==> config.mk <==
export PLATFORM = sky130hd
export DESIGN_NAME = trk_phi_linearizer
export DESIGN_NICKNAME = d
export VERILOG_FILES = /design/src/rtl/phi_lin_pkg.sv /design/src/rtl/phi_phase_sel.sv /design/src/rtl/phi_lin_lane.sv /design/src/rtl/trk_phi_linearizer.sv
export SDC_FILE = /design/constraint.sdc
export NUM_CORES = 1
export LEC_CHECK = 0
export BUFFER_PORTS_ARGS = -buffer_cell sky130_fd_sc_hd__buf_2
export CAP_MARGIN = 20
export CORE_ASPECT_RATIO = 1.1
export CORE_UTILIZATION = 30
export CTS_CLUSTER_SIZE = 14
export DETAILED_ROUTE_END_ITERATION = 6
export GPL_TIMING_DRIVEN = 0
export PLACE_DENSITY_LB_ADDON = 0.2
export SYNTH_ARGS = -nofsm -noshare
export SYNTH_HDL_FRONTEND = slang
export SYNTH_SLANG_ARGS = --single-unit
==> constraint.sdc <==
create_clock -name clk -period 5.8 [get_ports clk]
set_input_delay 0.87 -clock clk [delete_from_list [all_inputs] [get_ports clk]]
set_output_delay 0.87 -clock clk [all_outputs]
set_load 0.01 [all_outputs]
==> src/rtl/phi_lin_pkg.sv <==
package phi_lin_pkg;
    localparam int N_CH        = 3;
    localparam int NTRK        = 2 * N_CH;
    localparam int PT_W        = 9;
    localparam int SEG_W       = 4;
    localparam int WEDGE_W     = 5;
    localparam int WORD_W      = PT_W + SEG_W;
    localparam int W3_W        = WEDGE_W + 2;
    localparam int LIN_W       = WEDGE_W + 4;
    localparam int SEG_COUNT   = 12;
    localparam int WEDGE_COUNT = 24;

    typedef struct packed {
        logic [PT_W-1:0]  pt;
        logic [SEG_W-1:0] seg;
    } chan_word_t;

    typedef struct packed {
        logic [PT_W-1:0]  pt;
        logic [SEG_W-1:0] seg;
        logic [W3_W-1:0]  w3;
        logic             bad;
    } stage1_t;

    // wedge * 3 as (wedge << 1) + wedge
    function automatic logic [W3_W-1:0] times3(input logic [WEDGE_W-1:0] w);
        return {1'b0, w, 1'b0} + {2'b00, w};
    endfunction

    // (w3 << 2) + segment = wedge * 12 + segment
    function automatic logic [LIN_W-1:0] fold(input logic [W3_W-1:0] w3,
                                              input logic [SEG_W-1:0] seg);
        return {w3, 2'b00} + LIN_W'(seg);
    endfunction
endpackage

==> src/rtl/phi_phase_sel.sv <==
module phi_phase_sel
    import phi_lin_pkg::*;
(
    input  logic                      clk,
    input  logic                      rst,
    input  logic                      xing_start,
    input  logic [NTRK*WEDGE_W-1:0]   wedge_in,
    output logic                      half_o,
    output logic [N_CH*WEDGE_W-1:0]   wedge_sel,
    output logic [NTRK*WEDGE_W-1:0]   wedge_hold
);
    logic phase_q;
    logic cur_half;

    assign cur_half = xing_start ? 1'b0 : phase_q;

    always_ff @(posedge clk) begin
        if (rst) begin
            phase_q    <= 1'b0;
            half_o     <= 1'b0;
            wedge_hold <= '0;
        end else begin
            phase_q <= ~cur_half;
            half_o  <= cur_half;
            if (xing_start)
                wedge_hold <= wedge_in;
        end
    end

    // steer the held codes into step with the latched channel words
    for (genvar c = 0; c < N_CH; c++) begin : g_sel
        assign wedge_sel[c*WEDGE_W +: WEDGE_W] = half_o
            ? wedge_hold[(c+N_CH)*WEDGE_W +: WEDGE_W]
            : wedge_hold[c*WEDGE_W +: WEDGE_W];
    end
endmodule

==> src/rtl/phi_lin_lane.sv <==
module phi_lin_lane
    import phi_lin_pkg::*;
(
    input  logic               clk,
    input  logic               rst,
    input  logic [WORD_W-1:0]  word_in,
    input  logic [WEDGE_W-1:0] wedge,
    output logic [PT_W-1:0]    pt_o,
    output logic [LIN_W-1:0]   lin_o,
    output logic               err_o
);
    chan_word_t word_q;
    stage1_t    s1;
    logic       bad;

    assign bad = (word_q.seg >= SEG_W'(SEG_COUNT)) ||
                 (wedge >= WEDGE_W'(WEDGE_COUNT));

    always_ff @(posedge clk) begin
        if (rst) begin
            word_q <= '0;
            s1     <= '0;
            pt_o   <= '0;
            lin_o  <= '0;
            err_o  <= 1'b0;
        end else begin
            word_q   <= chan_word_t'(word_in);
            s1.pt    <= word_q.pt;
            s1.seg   <= word_q.seg;
            s1.w3    <= times3(wedge);
            s1.bad   <= bad;
            pt_o     <= s1.pt;
            err_o    <= s1.bad;
            lin_o    <= s1.bad ? '0 : fold(s1.w3, s1.seg);
        end
    end
endmodule

==> src/rtl/trk_phi_linearizer.sv <==
module trk_phi_linearizer
    import phi_lin_pkg::*;
(
    input  logic                     clk,
    input  logic                     rst,
    input  logic                     xing_start,
    input  logic [N_CH*WORD_W-1:0]   chan_in,
    input  logic [NTRK*WEDGE_W-1:0]  wedge_in,
    output logic [N_CH*PT_W-1:0]     pt_out,
    output logic [N_CH*LIN_W-1:0]    lin_out,
    output logic [N_CH-1:0]          err_out,
    output logic                     out_half
);
    logic                     half0;
    logic                     half1;
    logic [N_CH*WEDGE_W-1:0]  wedge_sel;
    logic [NTRK*WEDGE_W-1:0]  wedge_hold;

    phi_phase_sel u_phase (
        .clk        (clk),
        .rst        (rst),
        .xing_start (xing_start),
        .wedge_in   (wedge_in),
        .half_o     (half0),
        .wedge_sel  (wedge_sel),
        .wedge_hold (wedge_hold)
    );

    for (genvar c = 0; c < N_CH; c++) begin : g_lane
        phi_lin_lane u_lane (
            .clk     (clk),
            .rst     (rst),
            .word_in (chan_in[c*WORD_W +: WORD_W]),
            .wedge   (wedge_sel[c*WEDGE_W +: WEDGE_W]),
            .pt_o    (pt_out[c*PT_W +: PT_W]),
            .lin_o   (lin_out[c*LIN_W +: LIN_W]),
            .err_o   (err_out[c])
        );
    end

    always_ff @(posedge clk) begin
        if (rst) begin
            half1    <= 1'b0;
            out_half <= 1'b0;
        end else begin
            half1    <= half0;
            out_half <= half1;
        end
    end
endmodule

==> results of run 1 <==
-- path summary, 6_finish.rpt --
path / startpoint / to / slack [ps] / cells after the start
max: u_phase.half_o / g_lane[1].u_lane.s1[6] / 3010 / 9
min: g_lane[0].u_lane.s1[9] / g_lane[0].u_lane.lin_o[1] / 430 / 1
max reg2reg: u_phase.half_o / g_lane[1].u_lane.s1[6] / 3010 / 9
min reg2reg: g_lane[0].u_lane.s1[9] / g_lane[0].u_lane.lin_o[1] / 430 / 1
-- routing by layer --
metal  global-route usage (%)  up-vias  wire, um  part of all wire, %
met1                     14.6     1914      6020                   44
met2                     21.6       89      6440                   47
met3                     4.96       22       888                  6.5
met5                        0        -        45                 0.33
met4                     5.07        6       222                  1.6
li1                         -     2163         -                    -
-- logic make-up after synthesis --
family                     Yosys count  synth area share (%)
xor gates and xnor gates             8                  1.07
muxes                               51                  8.31
AOI/OAI and AO/OA                   40                  3.46
buffers and inverters               49                  3.26
adders and majority gates           31                  6.61
DFF                                193                  59.0
and+or+nand+nor                    216                  18.3
-- critical path: cells and delay by family, from the launching register on --
family	cells	cell delay, ps
muxes	2	690
adders and majority gates	2	620
buffers and inverters	3	610
DFF	1	330
AOI/OAI and AO/OA	1	260
and+or+nand+nor	1	160
-- state kept, by name, summed over array words and instances (netlist names) --
name and cells:
g_lane.u_lane.s1 63, u_phase.half_o 1, out_half 1, half1 1
g_lane.u_lane.err_o 3, g_lane.u_lane.pt_o 27, g_lane.u_lane.word_q 39, g_lane.u_lane.lin_o 27
u_phase.phase_q 1, u_phase.wedge_hold 30
-- layout make-up --
type,instances,area (um^2)
Timing Repair Buffer,127,636
Clock buffer,20,457
Tap cell,290,363
Multi-Input combinational cell,346,2470
Buffer,31,146
Sequential cell,193,3860
Inverter,18,67.6
Antenna cell,1,2.50
Fill cell,2153,13200
Clock inverter,12,148
-- synthesized netlist by cell type (4+ instances only) --
master	instances
mux2_2	11
clkbuf_1	15
inv_1	18
nor2_1	53
and2_1	12
xor2_1	5
or3_1	9
o21ai_0	9
nand2_1	5
dfxtp_1	193
nand3_1	5
ha_1	25
fa_1	6
a21oi_1	22
mux2i_1	36
mux2_4	4
nor2b_1	120
buf_2	9
-- stage by stage --
step	worst slack [ps]	power, mW
5_1_grt	2890	2.92
3_3_place_gp	3060	1.64
2_1_floorplan	3410	1.57
6_report	3010	2.79
3_5_place_dp	3020	1.65
4_1_cts	3010	2.84
-- power by group --
group / total [mW] / internal [mW] / switching, mW
logic: 0.198 / 0.0949 / 0.104
registers: 1.41 / 1.39 / 0.0250
clock network: 1.18 / 0.669 / 0.514
total: 2.79 / 2.15 / 0.642
==> run metrics, run 1 <==
status finished clean; Post-Syn Nets 691; min cycle time layout 2790 ps; Leakage 3.71 nW; fin nets 837; post-cts resize count 0; Core Util, Final 38.2%; largest net degree at the start of global routing 18; Fmax 0.359 GHz; first drt pass iteration count 4; routability cong. 0.813; fin. max-slew vios 0; Startpoint Class register; Clk Latency, worst-skew pair 430 ps; overall die width 143 um; Max-slew headroom 50.5%; initial antenna violation count 6; DRC viols 0; I/O Buffers 127; top_reg_cell synth dfxtp_1; first-pass GRT wire length 21400 um; worst slew pin tran 743 ps; Core Area 21400 um^2; synth unique cells 32; # rows 56; commonest non-fill, non-tap cell in the layout dfxtp_1; Overall Global Routing Usage 12.9%; Iter 0 DRT Violations about 170; worst setup path class register to register; period utilization roughly 48%; Final Skew 10.6 ps; area share of the largest cell type after synthesis 59.0%; YS warnings 0; most frequent cells in the layout dfxtp_1 (193), buf_2 (136), nor2b_1 (120); IO Pins 130; clk slew on worst S/H paths 70 ps; cts hold-fix bufs 0; Post-synth EDFFs 0; Slowest-stage cell, CP fa_1; max cap viols 0; Starting Density ~30%; share of post-route cells with drive strength above 1 25.3%; Post-Syn Area per Cell 11.1 um^2; drt wl/cell 13.1 um; Worst Setup End Kind register; final wirelength 13600 um; Area Growth Syn to Fin 24.5%; setup TNS 0 ps; Critical Path RT 6110 ps; ys async rst share 0%; DR vias/cell 4.04; longest individual stage delay on the worst path 390 ps; total congestion overflow 0; Critical Path AT 3100 ps; Pwr Density 343 nW/um^2; Synth Register Bits 193; synth top area cells dfxtp_1 (59%), nor2b_1 (11%), mux2i_1 (5.5%); Die ar. 22400 um^2; minimum hold slack about 430 ps; Die Span Y 157 um; CTS sink cnt 193; cell count after placement approximately 1000; Mapped Cells 588; vias 4194; setup bufs post-CTS 0; crit-path max FO 10; number of global-route vias before repair 4258; unrepaired setup endpoints after global routing no; sequential fraction of the synthesis area 59.0%; Placement Cell Area 7550 um^2; CTS tree built; HP Class register to register; peak supply drop 184 uV; clock buffer depth 2; Design Area, Final 8160 um^2; Hold Vio Cnt, Final 0; Critical Path, Cell by Cell buf_6, buf_2, mux2i_1, inv_1, ha_1, fa_1, nor2b_1, o31ai_1, mux2_4; post-synthesis cell area between 6000 and 7000 um^2; antenna viol nets, final 0; Layout Cells excl Fill 1038; H-tree levels 4; area leader, netlist dfxtp_1; CTS Buf Count 17; Final setup viols 0; CTS root buf clkbuf_16; dpl hpwl between 10000 and 15000 um
Note: power is estimated with default switching activity, not from simulation.
==> run 2, diff against run 1 <==
--- a/config.mk
+++ b/config.mk
@@ -5,6 +5,7 @@
 export SDC_FILE = /design/constraint.sdc
 export NUM_CORES = 1
 export LEC_CHECK = 0
+export ABC_AREA = 1
 export BUFFER_PORTS_ARGS = -buffer_cell sky130_fd_sc_hd__buf_2
 export CAP_MARGIN = 20
 export CORE_ASPECT_RATIO = 1.1
==> constraint.sdc (replaced) <==
create_clock -name clk -period 2.4 [get_ports clk]
set_input_delay 0.36 -clock clk [delete_from_list [all_inputs] [get_ports clk]]
set_output_delay 0.36 -clock clk [all_outputs]
set_load 0.01 [all_outputs]
==> run 2 against run 1 <==
Sequential share of layout area decreased by 1.5 points. Non-clock buffer count unchanged. Critical path depth rose by 2. Synthesized area rose by 3.7%. Highest routed layer is now met4. Critical path type unchanged. Largest cell class unchanged. First-iteration DRC count grew 15%. Register-to-register slack got worse by 2700 ps.
==> run metrics, run 2 <==
synth top area cells dfxtp_1 (57%), nor2_1 (11%), inv_1 (9.3%) (was dfxtp_1 (59%), nor2b_1 (11%), mux2i_1 (5.5%)); worst slew pin tran 762 ps (was 743 ps); dpl hpwl 10800 um (was 10300 um); Die Span Y 160 um (was 157 um); share of post-route cells with drive strength above 1 20.1% (was 25.3%); r2r setup slk 340 ps (was 3010 ps); clk slew on worst S/H paths 80 ps (was 70 ps); top_reg_cell synth dfxtp_1 (unchanged); total congestion overflow 0 (unchanged); clock buffer depth 2 (unchanged); fin nets 1073 (was 837); antenna viol nets, final 0 (unchanged); status finished clean (unchanged); worst setup path class register to register (unchanged); CTS sink cnt 193 (unchanged); post-synthesis cell area 6790 um^2 (was 6550 um^2); WHS Path Cells 3 (was 1); Post-Syn Nets 926 (was 691); Core Area 22200 um^2 (was 21400 um^2); count leader, synth nor2_1 (was dfxtp_1); Post-synth EDFFs 0 (unchanged); Worst Setup End Kind register (unchanged); Starting Density 30.6% (was 30.7%); Critical Path RT 2720 ps (was 6110 ps); max cap viols 0 (unchanged); H-tree levels 4 (unchanged); first-pass GRT wire length 23500 um (was 21400 um); drt wl/cell 11.2 um (was 13.1 um); HP Class input port to register (was register to register); synth unique cells 26 (was 32); top post-synthesis cells by count nor2_1 (204), dfxtp_1 (193), inv_1 (168) (was dfxtp_1 (193), nor2b_1 (120), nor2_1 (53)); I/O Buffers 128 (was 127); sequential fraction of the synthesis area 56.9% (was 59.0%); IO Pins 130 (unchanged); Post-Syn Area per Cell 8.26 um^2 (was 11.1 um^2); Area Growth Syn to Fin 24.0% (was 24.5%); DR vias/cell 3.93 (was 4.04); hold path start chan_in[21] (was g_lane[0].u_lane.s1[9]); Overall Global Routing Usage 13.1% (was 12.9%); cts hold-fix bufs 0 (unchanged); Die ar. 23300 um^2 (was 22400 um^2); min cycle time layout 2060 ps (was 2790 ps); Startpoint Class register (unchanged); area leader, netlist dfxtp_1 (unchanged); YS warnings 0 (unchanged); Critical Path AT 2370 ps (was 3100 ps); reg2reg end g_lane[1].u_lane.s1[6] (unchanged); period utilization 85.7% (was 48.1%); Most flops, register g_lane.u_lane.s1 (unchanged); Mapped Cells 823 (was 588); Leakage 4.25 nW (was 3.71 nW); most frequent cells in the layout nor2_1 (204), dfxtp_1 (193), inv_1 (168) (was dfxtp_1 (193), buf_2 (136), nor2b_1 (120)); Final Skew 9.90 ps (was 10.6 ps); ys async rst share 0% (unchanged); Clk Latency, worst-skew pair 430 ps (about the same); R2R cell count 11 (was 9); Pwr Density 816 nW/um^2 (was 343 nW/um^2); fin. max-slew vios 0 (unchanged); commonest non-fill, non-tap cell in the layout nor2_1 (was dfxtp_1); peak supply drop 437 uV (was 184 uV); final wirelength 14400 um (was 13600 um); largest net degree at the start of global routing 22 (was 18); routability cong. 0.762 (was 0.813); Hold Vio Cnt, Final 0 (unchanged); # rows 57 (was 56); max FFs per register 63 (unchanged); setup bufs post-CTS 0 (unchanged); Synth Register Bits 193 (unchanged); Iter 0 DRT Violations 194 (was 168); crit-path max FO 8 (was 10); area share of the largest cell type after synthesis 56.9% (was 59.0%); overall die width 145 um (was 143 um); CTS root buf clkbuf_16 (unchanged); initial antenna violation count 0 (was 6); ant diodes 0 (was 1); first drt pass iteration count 4 (unchanged); CTS Buf Count 17 (unchanged); DRC viols 0 (unchanged); Max-slew headroom 49.2% (was 50.5%); Hold EP g_lane[1].u_lane.word_q[8] (was g_lane[0].u_lane.lin_o[1]); vias 5020 (was 4194); Final setup viols 0 (unchanged); post-cts resize count 0 (unchanged); number of global-route vias before repair 4743 (was 4258); worst reg2reg startpoint u_phase.half_o (unchanged); unrepaired setup endpoints after global routing no (unchanged); setup TNS 0 ps (unchanged); CTS tree built (unchanged); Largest regs g_lane.u_lane.s1 x63, g_lane.u_lane.word_q x39, u_phase.wedge_hold x30 (unchanged); minimum hold slack 121 ps (was 429 ps); Fmax 0.486 GHz (was 0.359 GHz)
## run 2: per-stage QoR
stage | setup WS [ps] | power, mW | instances | instance area [um^2] | util (%)
2_1_floorplan | 525 | 3.90 | 823 | 6790 | -
3_3_place_gp | 356 | 4.13 | 1246 | 7800 | 35.2
3_5_place_dp | 338 | 4.14 | 1246 | 7800 | 35.2
4_1_cts | 328 | 7.00 | 1278 | 8430 | 38.0
5_1_grt | 211 | 7.23 | 1278 | 8430 | 38.0
6_report | 344 | 6.88 | 1278 | 8430 | 38.0
## run 2: cells by family after synthesis
logic type,after synthesis,synth area share (%)
buffers and inverters,202,12.0
AO/OA/AOI/OAI,77,5.93
adder cells (fa/ha/maj),31,6.37
XOR/XNOR,1,0.129
flip-flops,193,56.9
AND/OR/NAND/NOR,319,18.7
## run 2: metal layers
| metal | up-vias | global-route usage [%] | part of all wire [%] |
|---|---|---|---|
| met3 | 22 | 2.74 | 3.1 |
| met1 | 2189 | 15.5 | 46 |
| met4 | 0 | 6.32 | 2.6 |
| met2 | 91 | 22.4 | 48 |
| met5 | - | 0 | 0 |
| li1 | 2718 | - | - |
## run 2: worst max-delay path by stage
stage	startpoint	endpoint	cells after the start
after global routing	u_phase.half_o	g_lane[1].u_lane.s1[6]	11
after global placement	u_phase.half_o	g_lane[1].u_lane.s1[6]	11
after floorplan	u_phase.half_o	g_lane[1].u_lane.s1[6]	11
after CTS	u_phase.half_o	g_lane[1].u_lane.s1[6]	11
after detailed placement	u_phase.half_o	g_lane[1].u_lane.s1[6]	11
final	u_phase.half_o	g_lane[1].u_lane.s1[6]	11
## run 2: worst max-delay path, stage by stage (launching register included)
cell and delay [ps]:
dfxtp_1 330, buf_6 140, inv_4 50, or2_2 270
o21ai_2 120, inv_1 80, ha_1 240, fa_1 420
nand3_1 120, nand3_1 80, nand2_1 60, nor2_1 40
## run 2: layout make-up
| class | instances | area [um^2] |
|---|---|---|
| Timing Repair Buffer | 128 | 641 |
| Inverter | 172 | 648 |
| Buffer | 30 | 169 |
| Multi-Input combinational cell | 428 | 2110 |
| Clock buffer | 17 | 425 |
| Clock inverter | 15 | 196 |
| Fill cell | 2334 | 13800 |
| Sequential cell | 193 | 3860 |
| Tap cell | 295 | 369 |
## run 2: power breakdown
group	switching, mW	internal (mW)	total [mW]	leakage (nW)
logic	0.361	0.234	0.595	2.37
registers	0.0728	3.38	3.45	1.59
clock network	1.41	1.42	2.83	0.290
total	1.85	5.03	6.88	4.25
